<file path="src/rtl/pchk_pkg.sv">
package pchk_pkg;
    localparam int NUM_WORDS = 4;
    localparam int NUM_IRQ   = 2;

    localparam logic [1:0] DEPTH_ONE = 2'd0;
    localparam logic [1:0] DEPTH_TWO = 2'd1;

    typedef enum logic [1:0] {
        ST_OFF,
        ST_CHECK,
        ST_FAIL,
        ST_RECOVER
    } chk_state_t;
endpackage

</file>
<file path="src/rtl/pchk_ctrl.sv">
module pchk_ctrl
    import pchk_pkg::*;
#(
    parameter int WIDTH     = 16,
    parameter int CLEAR_RUN = 8
) (
    input  logic             clk,
    input  logic             rst_n,
    input  logic             enable,
    input  logic             auto_mode,
    input  logic             clear,
    input  logic             valid,
    input  logic [WIDTH-1:0] diff_rise,
    input  logic [WIDTH-1:0] diff_fall,
    output logic [WIDTH-1:0] flags_rise,
    output logic [WIDTH-1:0] flags_fall,
    output logic             irq_status
);
    localparam int               RUN_W    = $clog2(CLEAR_RUN + 1);
    localparam logic [RUN_W-1:0] RUN_LAST = RUN_W'(CLEAR_RUN - 1);

    chk_state_t       st_q, st_n;
    logic [WIDTH-1:0] fr_n, ff_n;
    logic             irq_n;
    logic [RUN_W-1:0] run_q, run_n;
    logic             miss;
    logic             held;

    assign miss = valid && ((|diff_rise) || (|diff_fall));
    assign held = (|flags_rise) || (|flags_fall);

    always_ff @(posedge clk) begin
        if (!rst_n) begin
            st_q <= ST_OFF;
        end else begin
            st_q <= st_n;
        end
    end

    always_ff @(posedge clk) begin
        if (!rst_n) begin
            flags_rise <= '0;
            flags_fall <= '0;
            irq_status <= 1'b0;
            run_q      <= '0;
        end else begin
            flags_rise <= fr_n;
            flags_fall <= ff_n;
            irq_status <= irq_n;
            run_q      <= run_n;
        end
    end

    always_comb begin
        st_n  = st_q;
        fr_n  = flags_rise;
        ff_n  = flags_fall;
        irq_n = irq_status;
        run_n = run_q;
        if (clear) begin
            fr_n  = '0;
            ff_n  = '0;
            irq_n = 1'b0;
            run_n = '0;
            st_n  = enable ? ST_CHECK : ST_OFF;
        end else if (!enable) begin
            st_n = ST_OFF;
        end else if (miss) begin
            fr_n  = flags_rise | diff_rise;
            ff_n  = flags_fall | diff_fall;
            irq_n = 1'b1;
            run_n = '0;
            st_n  = ST_FAIL;
        end else begin
            unique case (st_q)
                ST_OFF: begin
                    st_n  = held ? ST_FAIL : ST_CHECK;
                    run_n = '0;
                end
                ST_CHECK: begin
                    st_n = ST_CHECK;
                end
                ST_FAIL: begin
                    if (auto_mode && valid) begin
                        st_n  = ST_RECOVER;
                        run_n = RUN_W'(1);
                    end
                end
                ST_RECOVER: begin
                    if (!auto_mode) begin
                        st_n  = ST_FAIL;
                        run_n = '0;
                    end else if (valid) begin
                        if (run_q == RUN_LAST) begin
                            fr_n  = '0;
                            ff_n  = '0;
                            run_n = '0;
                            st_n  = ST_CHECK;
                        end else begin
                            run_n = run_q + RUN_W'(1);
                        end
                    end
                end
                default: st_n = ST_OFF;
            endcase
        end
    end

    // sticky mode never drops a flag without clear
    p_sticky_hold_r6: assert property (@(posedge clk) disable iff (!rst_n)
        (!clear && !auto_mode) |=>
        (((flags_rise & $past(flags_rise)) == $past(flags_rise)) &&
         ((flags_fall & $past(flags_fall)) == $past(flags_fall))));

    // the match-run counter stays below its limit
    p_run_bound_r7: assert property (@(posedge clk) disable iff (!rst_n)
        run_q < RUN_W'(CLEAR_RUN));

    // clear empties flags and status on the next cycle
    p_clear_wipe_r8: assert property (@(posedge clk) disable iff (!rst_n)
        clear |=> (flags_rise == '0 && flags_fall == '0 && !irq_status));

    // disabled comparison leaves the recorded state alone
    p_disabled_hold_r9: assert property (@(posedge clk) disable iff (!rst_n)
        (!enable && !clear) |=>
        ($stable(flags_rise) && $stable(flags_fall) && $stable(irq_status)));

    // status stays latched until clear
    p_irq_latch_r10: assert property (@(posedge clk) disable iff (!rst_n)
        (irq_status && !clear) |=> irq_status);

    // any held flag implies a raised status
    p_flag_implies_irq_r10: assert property (@(posedge clk) disable iff (!rst_n)
        held |-> irq_status);
endmodule

</file>
<file path="config.mk">
export PLATFORM = sky130hd
export DESIGN_NAME = pchk_ctrl
export DESIGN_NICKNAME = d
export VERILOG_FILES = /design/src/rtl/pchk_pkg.sv /design/src/rtl/pchk_ctrl.sv
export SDC_FILE = /design/constraint.sdc
export NUM_CORES = 1
export LEC_CHECK = 0
export CAP_MARGIN = 25
export CORE_UTILIZATION = 60
export CTS_CLUSTER_DIAMETER = 120
export CTS_CLUSTER_SIZE = 8
export DETAILED_ROUTE_END_ITERATION = 6
export DONT_BUFFER_PORTS = 1
export GPL_ROUTABILITY_DRIVEN = 0
export GPL_TIMING_DRIVEN = 0
export PLACE_DENSITY = 0.86
export SYNTH_ARGS = -nofsm -noshare
export SYNTH_HDL_FRONTEND = slang
export SYNTH_SLANG_ARGS = --single-unit
</file>
<file path="constraint.sdc">
create_clock -name clk -period 2.25 [get_ports clk]
set_input_delay 0.45 -clock clk [delete_from_list [all_inputs] [get_ports clk]]
set_output_delay 0.45 -clock clk [all_outputs]
set_load 0.02 [all_outputs]
</file>
==> metrics.md, run 1 <==
| Metric | Value |
|---|---|
| Int Power | 0.0008683 W |
| Clock network power share | 29.4% |
| Cell Chain, Critical Path | ha_1 > inv_1 > nor3_1 > a41o_2 > buf_6 > nor2_1 |
| Hold worst-path end | st_q[1] |
| Critical path's slowest cell | dfxtp_1 |
| Reg2reg end | flags_fall[9] |
| Largest net degree at the start of global routing | 13 |
| Fin Clk Skew | ~5.4 ps |
| Main synth FF type | dfxtp_1 |
| Placed insts | 207 |
| CTS Hold Bufs | 0 |
| Origin of the critical flop-to-flop path | run_q[0] |
| Cells after Synth | between 150 and 200 |
| Net Count, Synth | 218 |
| #FFs+latches synth | 39 |
| Synth-to-Final Area Change | 5.777% |
| HP Start | enable |
| Row count | 17 |
| Via count of the first global-routing pass | 1,293 |
| Pins over their slew limit | 0 |
| Post-synth EDFFs | 0 |
| Chip height | between 50 and 60 µm |
| PwrDens | approximately 730 nW/µm² |
| 1st-pass router iterations | 5 |
| Root buf cell | clkbuf_4 |
| Reg2Reg Depth | 6 |
| Drt via density | around 6.5 |
| Most common cell in the netlist | dfxtp_1 |
| Drt total wl | 3864 µm |
| Footprint of the multi-input gates | slightly below 700 µm² |
| # DRC | 0 |
| Post-synth top area share | 50.77% |
| Wirelength per Cell | 17.97 µm |
| Clock buffer depth | 2 |
| Status | completed |
| Part of the power in combinational logic | 8.1% |
| Tmin final | 1760 ps |
| R2R setup slack | 490 ps |
| Hold Crit Depth | 1 |
| Slew margin rel. | 66.16% |
| Die area | approximately 2800 µm² |
| Cell Count, Final, Fillers Out | ~220 |
| Sequential Power Share | ~63% |
| Core area | 2318 µm² |
| Maxcap violations | 0 |
| Tot GR Track Use | 28.22% |
| Fin nets | ~230 |
| Leak | 0.5707 nW |
| Avg Cell Area, Syn | 8.591 µm² |
| Crit-path max cell delay | 420 ps |
| Share of cells above drive strength 1 | 6.417% |
| First-pass GRT wire length | ~5600 µm |
| Clock Latency Late Sink | between 300 and 400 ps |
| Crit-path max FO | 10 |
| Post-synth top area cell | dfxtp_1 |
| Period utilisation layout | 78.24% |
| Setup Crit Path Kind | register to register |
| Vias after detailed routing | 1,402 |
| Fmax | approximately 570 MHz |
| Synth cell count leaders | dfxtp_1, nor2_1, a21oi_1 |
| Switching portion of total power | 26.64% |
| Delay-heaviest family, CP | flip-flops |
| Crit start category | register |
| Grt total ovfl | 0 |
| CTS Buf Count | 5 |
| Synth warnings | 0 |
| Clk slew on worst S/H paths | 120 ps |
| CP Launch Point | run_q[0] |
| Setup_tns | 0 ps |
| Fin. Hold Viols | 0 |
| Fillers | between 150 and 200 |
| CP Capture Type | register |
| Peak supply drop | ~800 µV |
| ANT nets after route | 0 |
| Fraction of registers with async set/reset | 0% |
| Psw | 0.0003153 W |
| Slew @ Worst Pin | between 500 and 600 ps |
| Min-delay worst type | primary input to register |
| RSZ-0062 raised after global routing | false |
| DP HPWL | 2903 µm |
| Die X | 52.63 µm |
| Main area contributors after synthesis | dfxtp_1, a21oi_1, nor2_1 |
| Clock Sink Count | 39 |
| WP data required | 2480 ps |
| Iteration-0 DRC Markers | 55 |
| FF/Latch Area | 780.7 µm² |
| Mapped Area | ~1500 µm² |
| Crit path DAT | about 2000 ps |
| Synth unique cells | 28 |
| I/O Buffers | 0 |
| Post-CTS Resized | 0 |
| Initial Util | between 60% and 70% |
| Setup-failing EPs final | 0 |
| # Post-CTS Setup Buffers | 0 |
| Antenna Cells | 0 |
| Io pins | 71 |
| Crit path buf inv count | 2 |
| CTS tree | yes |
| Initial antenna violation count | 0 |
| Sequential fraction of the synthesis area | 50.77% |
| H-tree lvl count | 2 |
## power groups by stage
stage	Sequential, W	Clock, W	Combinational, W
2_1_floorplan	0.000751	0	0.0000771
3_3_place_gp	0.000754	0	0.0000904
3_5_place_dp	0.000756	0	0.0000938
4_1_cts	0.000740	0.000351	0.0000946
5_1_grt	0.000742	0.000379	0.000105
6_report	0.000740	0.000348	0.0000954
## sequential cells by signal, summed over array words and instances, names as in the netlist
| signal | cells |
|---|---|
| flags_rise | 16 |
| st_q | 2 |
| run_q | 4 |
| irq_status | 1 |
| flags_fall | 16 |
## kinds of logic (layout without fill, tap and decap cells)
kind of cell    after synthesis  count (layout)  synth area share (%)
buf+inv                      12              20                 4.394
simple gates                 75              75                 23.19
mux                           4               4                 2.604
flops                        39              39                 50.77
fa+ha+maj                     1               1                0.8135
compound gates               48              48                 18.23
## metrics by stage
| stage | instance area, µm² | hold slack [ps] | utilization (%) | setup WS [ps] | total power (W) |
|---|---|---|---|---|---|
| after floorplan | 1538 | 447.2 | - | 550.7 | 0.0008280 |
| after global placement | 1573 | 461.8 | 67.84 | 286.8 | 0.0008449 |
| after detailed placement | 1573 | 491.1 | 67.84 | 211.6 | 0.0008493 |
| after CTS | 1627 | 223.1 | 70.16 | 539.0 | 0.001185 |
| after global routing | 1627 | 218.3 | 70.16 | 407.5 | 0.001226 |
| final | 1627 | 229.4 | 70.16 | 489.5 | 0.001184 |
## final cells by class
class | count | share of cell area (%)
Buffer | 8 | 3.231
Clock buffer | 6 | 2.538
Clock inverter | 2 | 0.7692
Inverter | 4 | 0.9231
Multi-Input combinational cell | 128 | 42.38
Sequential cell | 39 | 48.00
Tap cell | 28 | 2.154
## per-layer routing
| metal | up-vias | track usage [%] | routed length (µm) |
|---|---|---|---|
| li1 | 662 | - | - |
| met1 | 629 | 33.69 | 1501 |
| met2 | 102 | 46.20 | 1828 |
| met3 | 9 | 10.72 | 497 |
| met4 | 0 | 9.211 | 37 |
| met5 | - | 0 | 0 |
## worst register-to-register path: stages, from the launching register on
cell and delay, ps:
dfxtp_1 420, ha_1 240, inv_1 80, nor3_1 350, a41o_2 360, buf_6 160
nor2_1 50
## how the worst max path moves through the flow
| stage | depth (start not counted) | end | slack [ps] |
|---|---|---|---|
| after floorplan | 5 | st_q[1] | 550 |
| after global routing | 5 | run_q[2] | 410 |
| final | 6 | flags_fall[9] | 490 |
| after CTS | 5 | run_q[2] | 540 |
| after detailed placement | 5 | run_q[2] | 210 |
| after global placement | 5 | st_q[1] | 290 |
## cell usage in the layout (no fill, tap or decap), types with 2 or more instances in the layout
cell type,instances
nand2_1,8
buf_6,3
inv_1,4
nand4_1,6
clkbuf_1,6
o21a_1,2
mux2i_1,4
nor2_1,36
a21oi_1,33
a31oi_1,2
clkbuf_4,5
dfxtp_1,39
o21ai_0,3
nor4_1,18
and3_1,2
Note: power is estimated with default switching activity, not from simulation.
==> run 2, diff against run 1 <==
ABC_AREA = 1   (was not set)
CORE_UTILIZATION = 55   (was 60)
PLACE_DENSITY = 0.83   (was 0.86)
clock period = 1.6 ns   (was 2.25 ns; I/O delays follow)
==> metrics.md, run 2 <==
| Metric | Value |
|---|---|
| Post-synth EDFFs | 0 |
| Clk slew on worst S/H paths | 120 ps |
| Crit start category | register |
| Peak supply drop | between 600 and 700 µV |
| Tmin final | roughly 1500 ps |
| Core area | ~3100 µm² |
| Leak | 0.7684 nW |
| Crit-path max FO | 10 |
| Drt total wl | 3907 µm |
| # DRC | 0 |
| DP HPWL | just under 3000 µm |
| Io pins | ~70 |
| Fin. Hold Viols | 0 |
| R2R setup slack | 120 ps |
| Post-synth top area share | between 40% and 50% |
| WP data required | between 1500 and 2000 ps |
| Fmax | 677.8 MHz |
| Root buf cell | clkbuf_4 |
| #FFs+latches synth | 39 |
| RSZ-0062 raised after global routing | false |
| Min-delay worst type | primary input to register |
| Mapped Area | 1792 µm² |
| Delay-heaviest family, CP | simple AND/OR/NAND/NOR gates |
| Final instance area | 1922 µm² |
| Synth-to-Final Area Change | 7.262% |
| Initial antenna violation count | 0 |
| Tot GR Track Use | 24.27% |
| Crit path DAT | ~1700 ps |
| Placed insts | 290 |
| CTS Hold Bufs | 0 |
| Clock Latency Late Sink | 350 ps |
| Grt total ovfl | 0 |
| Largest net degree at the start of global routing | 13 |
| 1st-pass router iterations | 4 |
| Commonest non-fill, non-tap cells in the layout | nor2_1, nand2_1, dfxtp_1 |
| Post-synth top area cell | dfxtp_1 |
| Synth cell count leaders | nor2_1, dfxtp_1, nand2_1 |
| Crit-path max cell delay | roughly 430 ps |
| Cell Count, Final, Fillers Out | 300 |
| Row count | 20 |
| Status | completed |
| Setup-failing EPs final | 0 |
| Die area | 3490 µm² |
| First-pass GRT wire length | 6334 µm |
| Setup Crit Path Kind | register to register |
| Slew @ Worst Pin | about 460 ps |
| Fin Clk Skew | 5.103 ps |
| ANT nets after route | 0 |
| CTS tree | yes |
| Antenna Cells | 0 |
| Origin of the critical flop-to-flop path | st_q[1] |
| Main area contributors after synthesis | dfxtp_1, nor2_1, a21oi_1 |
| CP Launch Point | st_q[1] |
| HP Start | enable |
| PwrDens | 900.9 nW/µm² |
| Chip height | 59.08 µm |
| Main synth FF type | dfxtp_1 |
| H-tree lvl count | 2 |
| Pins over their slew limit | 0 |
| Largest registers | flags_fall: 16 flops, flags_rise: 16 flops, run_q: 4 flops |
| CP Capture Type | register |
| Setup_tns | 0 ps |
| Maxcap violations | 0 |
| Share of cells above drive strength 1 | 12.11% |
| Initial Util | 58.21% |
| Avg Cell Area, Syn | 7.283 µm² |
| Synth warnings | 0 |
| Iteration-0 DRC Markers | 108 |
| Die X | 59.08 µm |
| Synth unique cells | 23 |
| Placed Area | between 1500 and 2000 µm² |
| Cell Chain, Critical Path | nand2_1 > nor3_1 > nand2_2 > o21ai_4 > buf_6 > nor2_1 |
| Vias after detailed routing | 1,603 |
| Slew margin rel. | approximately 69% |
| Clock buffer depth | 2 |
| Most common cell in the netlist | nor2_1 |
| Critical path's slowest cell | dfxtp_1 |
| CTS Buf Count | 5 |
| Wirelength per Cell | between 10 and 15 µm |
| Cells after Synth | 246 |
| Clock Sink Count | 39 |
| Period utilisation layout | between 90% and 100% |
| I/O Buffers | 0 |
| Sequential fraction of the synthesis area | 43.58% |
| Fin nets | 294 |
| Most common cell after layout, fill and taps aside | nor2_1 |
| Fraction of registers with async set/reset | 0% |
| Net Count, Synth | roughly 290 |
| Drt via density | 5.343 |
| Via count of the first global-routing pass | about 1,500 |
| Crit path buf inv count | 1 |
run 2: cell families (layout without fill, tap and decap cells):
group / Yosys count / in the layout / synth area share [%]
simple gates: 137 / 137 / 33.94
xor+xnor: 1 / 1 / 0.4889
fa+ha+maj: 1 / 1 / 0.6982
compound gates: 42 / 42 / 13.34
buf+inv: 26 / 36 / 7.961
flops: 39 / 39 / 43.58
run 2: through the flow:
| step | hold WS (ps) | power [W] | setup slack (ps) | util, % |
|---|---|---|---|---|
| final | 80.92 | 0.001731 | 124.6 | 62.44 |
| after global routing | 76.63 | 0.001819 | 5.193 | 62.44 |
| after detailed placement | 453.5 | 0.001251 | 24.59 | 60.00 |
| after floorplan | 448.3 | 0.001213 | 207.0 | - |
| after global placement | 458.2 | 0.001246 | 49.98 | 60.00 |
| after CTS | 79.97 | 0.001729 | 1.467 | 61.75 |
run 2: metal layers:
layer | part of all wire [%] | wire, µm | GRT usage, % | up-vias
met5 | 0 | 0 | 0 | -
met4 | 1.3 | 51 | 11.22 | 0
met3 | 11 | 425 | 10.92 | 7
met2 | 44 | 1728 | 38.31 | 82
met1 | 44 | 1702 | 28.14 | 696
li1 | - | - | - | 818
run 2: timing repair:
item,4_1_cts,5_1_grt
endpoints found under the setup margin,0,34
setup buffers,0,2
hold endpoints to repair,0,0
gates resized for setup,0,5
run 2: cell type report:
cell class | instances | area (µm²)
buffer | 6 | 67.56
clock buffer | 6 | 41.29
clock inverter | 2 | 12.51
fill | 290 | 1156
inverter | 20 | 75.07
multi-input combinational | 181 | 870.8
sequential | 39 | 784.5
tap | 44 | 55.05
timing repair buffer | 2 | 15.01
run 2: power by group:
part	leakage, nW	switching, W	internal, W	total (W)
registers	0.318	0.0000479	0.000997	0.00104
clock network	0.0282	0.000327	0.000170	0.000497
logic	0.422	0.000111	0.0000799	0.000190
run 2: worst paths after layout:
| path | end | depth (start not counted) |
|---|---|---|
| worst max register to register | flags_fall[15] | 6 |
| worst min register to register | run_q[3] | 2 |
| worst min-delay path | st_q[1] | 2 |
| worst max-delay path | flags_fall[15] | 6 |
run 2: worst register-to-register path, stage by stage, from the launching register on:
cell     delay (ps)
dfxtp_1         430
nand2_1         160
nor3_1          200
nand2_2         120
o21ai_4         230
buf_6           180
nor2_1           60
